<file path="src/rtl/seeprom_pkg.sv">
// Package: shared sizes, opcodes and frame builders for the serial EEPROM master.
// Assumes 8-bit word addresses, 16-bit words, and frames left-aligned in a 27-bit shifter.
package seeprom_pkg;
    localparam int ADDR_W  = 8;
    localparam int WORD_W  = 16;
    localparam int HDR_W   = 3 + ADDR_W;
    localparam int FRAME_W = HDR_W + WORD_W;
    localparam int CNT_W   = $clog2(FRAME_W + 1);

    localparam logic [1:0] OPC_READ  = 2'b10;
    localparam logic [1:0] OPC_WRITE = 2'b01;
    localparam logic [1:0] OPC_CTRL  = 2'b00;

    typedef enum logic [2:0] {
        SQ_IDLE, SQ_UNLOCK, SQ_DATA, SQ_POLL, SQ_RELOCK, SQ_READ
    } seq_state_t;

    typedef enum logic [2:0] {
        EG_IDLE, EG_SETUP, EG_HIGH, EG_LOW, EG_POLL, EG_DESEL
    } eng_state_t;

    function automatic logic [FRAME_W-1:0] frm_read(input logic [ADDR_W-1:0] a);
        return {1'b1, OPC_READ, a, {WORD_W{1'b0}}};
    endfunction

    function automatic logic [FRAME_W-1:0] frm_write(input logic [ADDR_W-1:0] a,
                                                     input logic [WORD_W-1:0] d);
        return {1'b1, OPC_WRITE, a, d};
    endfunction

    function automatic logic [FRAME_W-1:0] frm_unlock();
        return {1'b1, OPC_CTRL, {ADDR_W{1'b1}}, {WORD_W{1'b0}}};
    endfunction

    function automatic logic [FRAME_W-1:0] frm_relock();
        return {1'b1, OPC_CTRL, {ADDR_W{1'b0}}, {WORD_W{1'b0}}};
    endfunction
endpackage

</file>
<file path="src/rtl/seeprom_phase_timer.sv">
// Module: phase timer. Gives a one-cycle tick every DIV clocks while run is high.
// Assumes the counter restarts from zero each time run rises, so the first phase is a full one.
module seeprom_phase_timer #(
    parameter int DIV = 4
) (
    input  logic clk,
    input  logic rst_n,
    input  logic run,
    output logic tick
);
    localparam int CW = (DIV > 1) ? $clog2(DIV) : 1;

    logic [CW-1:0] cnt;

    // Count clocks within the current phase; hold at zero while stopped.
    always_ff @(posedge clk) begin
        if (!rst_n || !run)            cnt <= '0;
        else if (cnt == CW'(DIV - 1))  cnt <= '0;
        else                           cnt <= cnt + 1'b1;
    end

    assign tick = run && (cnt == CW'(DIV - 1));

    generate
        if (DIV > 1) begin : g_spacing
            assert_tick_spacing_R2: assert property (@(posedge clk) disable iff (!rst_n)
                tick |=> !tick);
        end
    endgenerate
endmodule

</file>
<file path="src/rtl/seeprom_frame_engine.sv">
// Module: frame engine. Shifts out one frame MSB first and optionally shifts in a word,
// or runs a readiness poll. Ends every job with one deselect phase and a done pulse.
// Assumes start arrives only while the engine is idle and poll_limit holds during a poll.
module seeprom_frame_engine
    import seeprom_pkg::*;
#(
    parameter int DIV    = 4,
    parameter int POLL_W = 12
) (
    input  logic               clk,
    input  logic               rst_n,
    input  logic               start,
    input  logic               poll_mode,
    input  logic [FRAME_W-1:0] frame,
    input  logic [CNT_W-1:0]   out_bits,
    input  logic [CNT_W-1:0]   in_bits,
    input  logic [POLL_W-1:0]  poll_limit,
    input  logic               din,
    output logic               cs,
    output logic               sk,
    output logic               dout,
    output logic               done,
    output logic               fail,
    output logic [WORD_W-1:0]  rdata
);
    eng_state_t         st;
    logic [FRAME_W-1:0] shreg;
    logic [CNT_W-1:0]   out_left;
    logic [CNT_W-1:0]   in_left;
    logic [POLL_W-1:0]  polls;
    logic               tick;
    logic [POLL_W-1:0]  limit_eff;
    logic [POLL_W:0]    polls_nx;

    seeprom_phase_timer #(.DIV(DIV)) u_timer (
        .clk  (clk),
        .rst_n(rst_n),
        .run  (st != EG_IDLE),
        .tick (tick)
    );

    assign limit_eff = (poll_limit == '0) ? {{(POLL_W-1){1'b0}}, 1'b1} : poll_limit;
    assign polls_nx  = {1'b0, polls} + {{POLL_W{1'b0}}, 1'b1};

    // Step through the three phases of each bit, the poll samples and the closing deselect.
    always_ff @(posedge clk) begin
        if (!rst_n) begin
            st       <= EG_IDLE;
            shreg    <= '0;
            out_left <= '0;
            in_left  <= '0;
            polls    <= '0;
            done     <= 1'b0;
            fail     <= 1'b0;
            rdata    <= '0;
        end else begin
            done <= 1'b0;
            case (st)
                EG_IDLE: if (start) begin
                    shreg    <= frame;
                    out_left <= out_bits;
                    in_left  <= in_bits;
                    polls    <= '0;
                    fail     <= 1'b0;
                    if (!poll_mode) rdata <= '0;
                    st <= poll_mode ? EG_POLL : EG_SETUP;
                end
                EG_SETUP: if (tick) st <= EG_HIGH;
                EG_HIGH: if (tick) begin
                    if (out_left == '0) rdata <= {rdata[WORD_W-2:0], din};
                    st <= EG_LOW;
                end
                EG_LOW: if (tick) begin
                    if (out_left != '0) begin
                        out_left <= out_left - 1'b1;
                        shreg    <= shreg << 1;
                        st <= (out_left == CNT_W'(1) && in_left == '0) ? EG_DESEL : EG_SETUP;
                    end else begin
                        in_left <= in_left - 1'b1;
                        st <= (in_left == CNT_W'(1)) ? EG_DESEL : EG_SETUP;
                    end
                end
                EG_POLL: if (tick) begin
                    if (din) begin
                        st <= EG_DESEL;
                    end else if (polls_nx >= {1'b0, limit_eff}) begin
                        fail <= 1'b1;
                        st   <= EG_DESEL;
                    end else begin
                        polls <= polls_nx[POLL_W-1:0];
                    end
                end
                EG_DESEL: if (tick) begin
                    st   <= EG_IDLE;
                    done <= 1'b1;
                end
                default: st <= EG_IDLE;
            endcase
        end
    end

    // Decode the pin levels from the phase state.
    always_comb begin
        cs   = (st == EG_SETUP) || (st == EG_HIGH) || (st == EG_LOW) || (st == EG_POLL);
        sk   = (st == EG_HIGH);
        dout = ((st == EG_SETUP) || (st == EG_HIGH) || (st == EG_LOW))
               && (out_left != '0) && shreg[FRAME_W-1];
    end

    assert_sk_inside_select_R8: assert property (@(posedge clk) disable iff (!rst_n)
        sk |-> cs);
    assert_dout_steady_high_R2: assert property (@(posedge clk) disable iff (!rst_n)
        (sk && $past(sk)) |-> $stable(dout));
    assert_poll_bounded_R6: assert property (@(posedge clk) disable iff (!rst_n)
        (st == EG_POLL) |-> ({1'b0, polls} < {1'b0, limit_eff}));
    assert_start_when_idle_R9: assert property (@(posedge clk) disable iff (!rst_n)
        start |-> (st == EG_IDLE));
endmodule

</file>
<file path="src/rtl/ser_eeprom_master.sv">
// Module: top of the serial EEPROM master. Takes one host request at a time and runs
// either a read frame, or the unlock / data / poll / relock sequence for a write.
// Assumes the host keeps poll_limit steady during an operation and PHASE_DIV >= 2.
module ser_eeprom_master
    import seeprom_pkg::*;
#(
    parameter int PHASE_DIV = 4,
    parameter int POLL_W    = 12
) (
    input  logic              clk,
    input  logic              rst_n,
    input  logic              req,
    input  logic              req_write,
    input  logic [7:0]        req_addr,
    input  logic [15:0]       req_wdata,
    input  logic [POLL_W-1:0] poll_limit,
    output logic              busy,
    output logic              done,
    output logic [15:0]       rdata,
    output logic              timeout_err,
    output logic              ee_cs,
    output logic              ee_sk,
    output logic              ee_dout,
    input  logic              ee_din
);
    localparam logic [CNT_W-1:0] HDR_BITS = CNT_W'(HDR_W);
    localparam logic [CNT_W-1:0] FRM_BITS = CNT_W'(FRAME_W);
    localparam logic [CNT_W-1:0] WRD_BITS = CNT_W'(WORD_W);

    seq_state_t         st;
    logic [ADDR_W-1:0]  addr_q;
    logic [WORD_W-1:0]  data_q;
    logic               start_q;
    logic               poll_q;
    logic [FRAME_W-1:0] frame_q;
    logic [CNT_W-1:0]   out_q;
    logic [CNT_W-1:0]   in_q;
    logic               tout_q;
    logic               eng_done;
    logic               eng_fail;
    logic [WORD_W-1:0]  eng_rdata;

    seeprom_frame_engine #(.DIV(PHASE_DIV), .POLL_W(POLL_W)) u_engine (
        .clk       (clk),
        .rst_n     (rst_n),
        .start     (start_q),
        .poll_mode (poll_q),
        .frame     (frame_q),
        .out_bits  (out_q),
        .in_bits   (in_q),
        .poll_limit(poll_limit),
        .din       (ee_din),
        .cs        (ee_cs),
        .sk        (ee_sk),
        .dout      (ee_dout),
        .done      (eng_done),
        .fail      (eng_fail),
        .rdata     (eng_rdata)
    );

    // Sequence the frames of one operation and hand each to the engine.
    always_ff @(posedge clk) begin
        if (!rst_n) begin
            st          <= SQ_IDLE;
            addr_q      <= '0;
            data_q      <= '0;
            start_q     <= 1'b0;
            poll_q      <= 1'b0;
            frame_q     <= '0;
            out_q       <= '0;
            in_q        <= '0;
            tout_q      <= 1'b0;
            done        <= 1'b0;
            rdata       <= '0;
            timeout_err <= 1'b0;
        end else begin
            start_q <= 1'b0;
            done    <= 1'b0;
            case (st)
                SQ_IDLE: if (req) begin
                    addr_q      <= req_addr;
                    data_q      <= req_wdata;
                    timeout_err <= 1'b0;
                    tout_q      <= 1'b0;
                    start_q     <= 1'b1;
                    poll_q      <= 1'b0;
                    out_q       <= HDR_BITS;
                    if (req_write) begin
                        frame_q <= frm_unlock();
                        in_q    <= '0;
                        st      <= SQ_UNLOCK;
                    end else begin
                        frame_q <= frm_read(req_addr);
                        in_q    <= WRD_BITS;
                        st      <= SQ_READ;
                    end
                end
                SQ_UNLOCK: if (eng_done) begin
                    start_q <= 1'b1;
                    frame_q <= frm_write(addr_q, data_q);
                    out_q   <= FRM_BITS;
                    in_q    <= '0;
                    st      <= SQ_DATA;
                end
                SQ_DATA: if (eng_done) begin
                    start_q <= 1'b1;
                    poll_q  <= 1'b1;
                    st      <= SQ_POLL;
                end
                SQ_POLL: if (eng_done) begin
                    tout_q  <= eng_fail;
                    start_q <= 1'b1;
                    poll_q  <= 1'b0;
                    frame_q <= frm_relock();
                    out_q   <= HDR_BITS;
                    in_q    <= '0;
                    st      <= SQ_RELOCK;
                end
                SQ_RELOCK: if (eng_done) begin
                    done        <= 1'b1;
                    timeout_err <= tout_q;
                    st          <= SQ_IDLE;
                end
                SQ_READ: if (eng_done) begin
                    done  <= 1'b1;
                    rdata <= eng_rdata;
                    st    <= SQ_IDLE;
                end
                default: st <= SQ_IDLE;
            endcase
        end
    end

    assign busy = (st != SQ_IDLE);

    assert_done_one_cycle_R10: assert property (@(posedge clk) disable iff (!rst_n)
        done |=> !done);
    assert_busy_ends_with_done_R10: assert property (@(posedge clk) disable iff (!rst_n)
        ($past(busy) && !busy) |-> done);
    assert_err_rises_with_done_R6: assert property (@(posedge clk) disable iff (!rst_n)
        $rose(timeout_err) |-> done);
    assert_busy_request_ignored_R9: assert property (@(posedge clk) disable iff (!rst_n)
        (busy && req) |=> $stable(addr_q));
endmodule

</file>
<file path="config.mk">
export PLATFORM = sky130hd
export DESIGN_NAME = ser_eeprom_master
export DESIGN_NICKNAME = d
export VERILOG_FILES = /design/src/rtl/seeprom_pkg.sv /design/src/rtl/seeprom_phase_timer.sv /design/src/rtl/seeprom_frame_engine.sv /design/src/rtl/ser_eeprom_master.sv
export SDC_FILE = /design/constraint.sdc
export NUM_CORES = 1
export LEC_CHECK = 0
export CAP_MARGIN = 20
export CORE_UTILIZATION = 50
export DETAILED_ROUTE_END_ITERATION = 6
export DONT_BUFFER_PORTS = 1
export PLACE_DENSITY = 0.68
export SETUP_SLACK_MARGIN = 0.05
export SLEW_MARGIN = 20
export SYNTH_ARGS = -nofsm -noshare
export SYNTH_HDL_FRONTEND = slang
export SYNTH_SLANG_ARGS = --single-unit
</file>
<file path="constraint.sdc">
create_clock -name clk -period 2.85 [get_ports clk]
set_clock_uncertainty 0.05 [all_clocks]
set_input_delay 0.285 -clock clk [delete_from_list [all_inputs] [get_ports clk]]
set_output_delay 0.285 -clock clk [all_outputs]
set_load 0.05 [all_outputs]
</file>
==> implementation parameters <==
Parameter                              Value

Placement
  Final HPWL from detailed placement    9760 µm
  Placed cell count    974
  Area of placed instances    6820 µm²
  GPL Wtd Cong    0.795
  IO Port Bufs    0

Logic synthesis
  Flip-flop and latch count after synthesis    148
  Mapped Cells    836
  Number of synthesis warnings    0
  Share of the yosys chip area belonging to registers    0.450
  Number of flops mapped to enable cells by yosys    0
  Ys async rst share    0
  Commonest register cell after synthesis    sky130_fd_sc_hd__dfxtp_1
  Post-Synthesis Mean Instance Area    7.88 µm²
  Count of distinct cell types in the synthesized netlist    55
  Net count of the mapped netlist    895
  Post-synth design cell area    6590 µm²

Setup path
  Required time at the endpoint of the critical path    3110 ps
  Critical path, cell by cell    nand3_2 -> nor2_4 -> nand3_1 -> nor2_2 -> xnor2_1 -> inv_1 -> ha_1 -> and3_4 -> nand2_2 -> o2111a_2 -> a31o_4 -> buf_12 -> o32ai_1
  Worst reg2reg setup slack    10 ps
  Worst endpoint data arrival time    3100 ps
  Biggest fanout along the worst timing path    6
  Endpoint class of the critical path    flop
  Largest stage delay on the critical path    430 ps
  Worst Setup Path Type    reg2reg
  Standard cell with the maximum stage delay on the critical path    sky130_fd_sc_hd__dfxtp_1
  Startpoint type of the worst setup path    flop

Power
  Power density over cell area    667 nW/µm²
  Worst VDD drop    474 µV
  Leakage power summed over all cells    2.87 nW

Detailed routing
  Starting DRC count in detailed routing    381
  Post-route DRC violation count    0
  Number of vias in the routed layout    5882
  Average wire length per cell after detail routing    15.5 µm
  Detailed Route WL    16100 µm
  Total iterations of the first detailed-routing run    5
  Remaining antenna violation count after routing    0
  Mean number of vias per cell    5.66

GRT
  Maximum number of pins on one net before global-route repair    89
  Number of antenna violations at the first check in global routing    0
  Sum of overflow across all layers after global routing    0
  Combined global-route utilization of all metal layers    0.235
  Number of global-route vias before repair    5410
  Wire length of the first global-routing pass    25100 µm

Timing
  Actual transition at the worst max-transition pin    879 ps
  RSZ-0062 raised after global routing    true
  Final Cycle Share    0.996
  Headroom to the max-slew limit    0.413
  Post-Route Hold Slack    33.4 ps
  Final Hold Viols    0
  Highest achievable clock rate    352 MHz
  Final min period    2840 ps
  Final setup violation count    0
  Max-slew violation count    0
  Summed negative setup slack over all endpoints    0 ps

Final layout
  Layout Utilization    0.631
  Commonest cells after routing, fill and taps aside    sky130_fd_sc_hd__nand2_1, sky130_fd_sc_hd__dfxtp_1, sky130_fd_sc_hd__a21oi_1, sky130_fd_sc_hd__nor2_1, sky130_fd_sc_hd__buf_4
  Leading cell type in the layout, fill and taps excluded    sky130_fd_sc_hd__nand2_1
  Ratio of cells with drive above 1 in the final layout    0.135
  Final design area excluding fillers    8030 µm²
  Fin cells    1039
  Final #Nets    913
  Area growth from synthesis to final layout    21.9%
  Fillcell total    1104
  Count of inserted antenna diode cells    0

Clock tree
  Number of CTS-inserted buffers    17
  H-tree level count    4
  Clock insertion delay at the later pin of the skew report    420 ps
  Clock tree from TritonCTS    done
  Root Buffer    sky130_fd_sc_hd__clkbuf_16
  Maximum count of clock buffers along a single path    2
  Clock tree sinks    148
  Clock transition at path regs    60 ps

Floorplanning
  Die area    13600 µm²
  Standard-cell row count    41
  Starting density of the core    0.518
  Number of placed I/O pins    63
  Y dimension of the die    117 µm
  Area of the core region    12700 µm²
  Die Span X    117 µm

Worst hold path
  Hold Crit Class    in2reg

Run status
  Status    complete, no violations

Run
  Count of max-cap constraint violations    0
## timing repair
item,4_1_cts,5_1_grt
gates resized for setup,17,29
gates cloned,0,1
hold endpoints to repair,43,0
pin swaps,2,24
hold buffers,27,0
setup buffers,0,5
setup endpoints to repair,15,15
## layout make-up
| type | count | area, µm² | area share |
|---|---|---|---|
| Sequential cell | 148 | 2970 | 0.369 |
| Clock buffer | 18 | 429 | 0.0534 |
| Clock inverter | 14 | 224 | 0.0279 |
| Inverter | 26 | 98.8 | 0.0123 |
| Multi-Input combinational cell | 598 | 3490 | 0.435 |
| Tap cell | 172 | 215 | 0.0268 |
| Timing Repair Buffer | 63 | 603 | 0.0751 |
## power breakdown
part	switching, W	internal (W)	total (W)
clock	0.000893	0.00156	0.00246
sequential	0.0000796	0.00218	0.00226
combinational	0.000400	0.000248	0.000648
## worst max-delay path, delay by kind of cell (launching register included)
kind / cells / cell delay [ps]
buf+inv: 2 / 210
fa+ha+maj: 1 / 310
flops: 1 / 430
xor+xnor: 1 / 180
simple gates: 6 / 830
compound gates: 3 / 700
## layer usage
metal	global-route usage	vias to the layer above	routed length, µm
li1	-	2933	-
met3	0.0602	27	858
met5	0	-	0
met4	0.0911	0	280
met2	0.385	153	7870
met1	0.298	2769	7120
## Yosys cell counts (all sizes together), types with 8 or more instances
cell | number | share of area
nand2b | 10 | 0.0095
nor2 | 84 | 0.048
o21ai | 14 | 0.011
nor3 | 19 | 0.014
nand3 | 30 | 0.023
nor2b | 8 | 0.0076
a22oi | 18 | 0.021
a21oi | 84 | 0.064
a311oi | 28 | 0.037
xnor2 | 9 | 0.012
clkbuf | 46 | 0.026
buf | 18 | 0.015
a211oi | 10 | 0.011
dfxtp | 148 | 0.45
nand2 | 185 | 0.11
ha | 18 | 0.034
inv | 25 | 0.014
## cell families (layout without fill, tap and decap cells)
kind of cell               after synthesis  in the layout  share of synthesized area
xor gates and xnor gates                14             14                     0.0186
and+or+nand+nor                        372            372                      0.248
AOI/OAI and AO/OA                      191            191                      0.188
muxes                                    3              3                    0.00456
buffers and inverters                   90            121                     0.0564
DFF                                    148            148                      0.450
adders and majority gates               18             18                     0.0342
## registers in the layout, indices dropped and copies added, names as in the netlist, 2 cells and up
signal / count
u_engine.shreg: 27
frame_q: 26
data_q: 16
rdata: 16
u_engine.rdata: 16
u_engine.polls: 12
addr_q: 8
u_engine.in_left: 5
u_engine.out_left: 5
st: 3
u_engine.st: 3
u_engine.u_timer.cnt: 2
## through the flow
step | power (W) | worst slack, ps
3_3_place_gp | 0.00283 | -26.5
5_1_grt | 0.00555 | -120
4_1_cts | 0.00533 | 20.9
2_1_floorplan | 0.00272 | 34.1
6_report | 0.00536 | 11.7
3_5_place_dp | 0.00285 | -122
## path summary, 6_finish.rpt
check / start / end / cells after the start
worst max-delay path: u_engine.polls[3]$_SDFFE_PN0P_ / u_engine.polls[9]$_SDFFE_PN0P_ / 13
worst min-delay path: rst_n / u_engine.polls[8]$_SDFFE_PN0P_ / 2
worst max register to register: u_engine.polls[3]$_SDFFE_PN0P_ / u_engine.polls[9]$_SDFFE_PN0P_ / 13
worst min register to register: u_engine.u_timer.cnt[0]$_SDFF_PP0_ / u_engine.u_timer.cnt[0]$_SDFF_PP0_ / 1
Note: power is estimated with default switching activity, not from simulation.
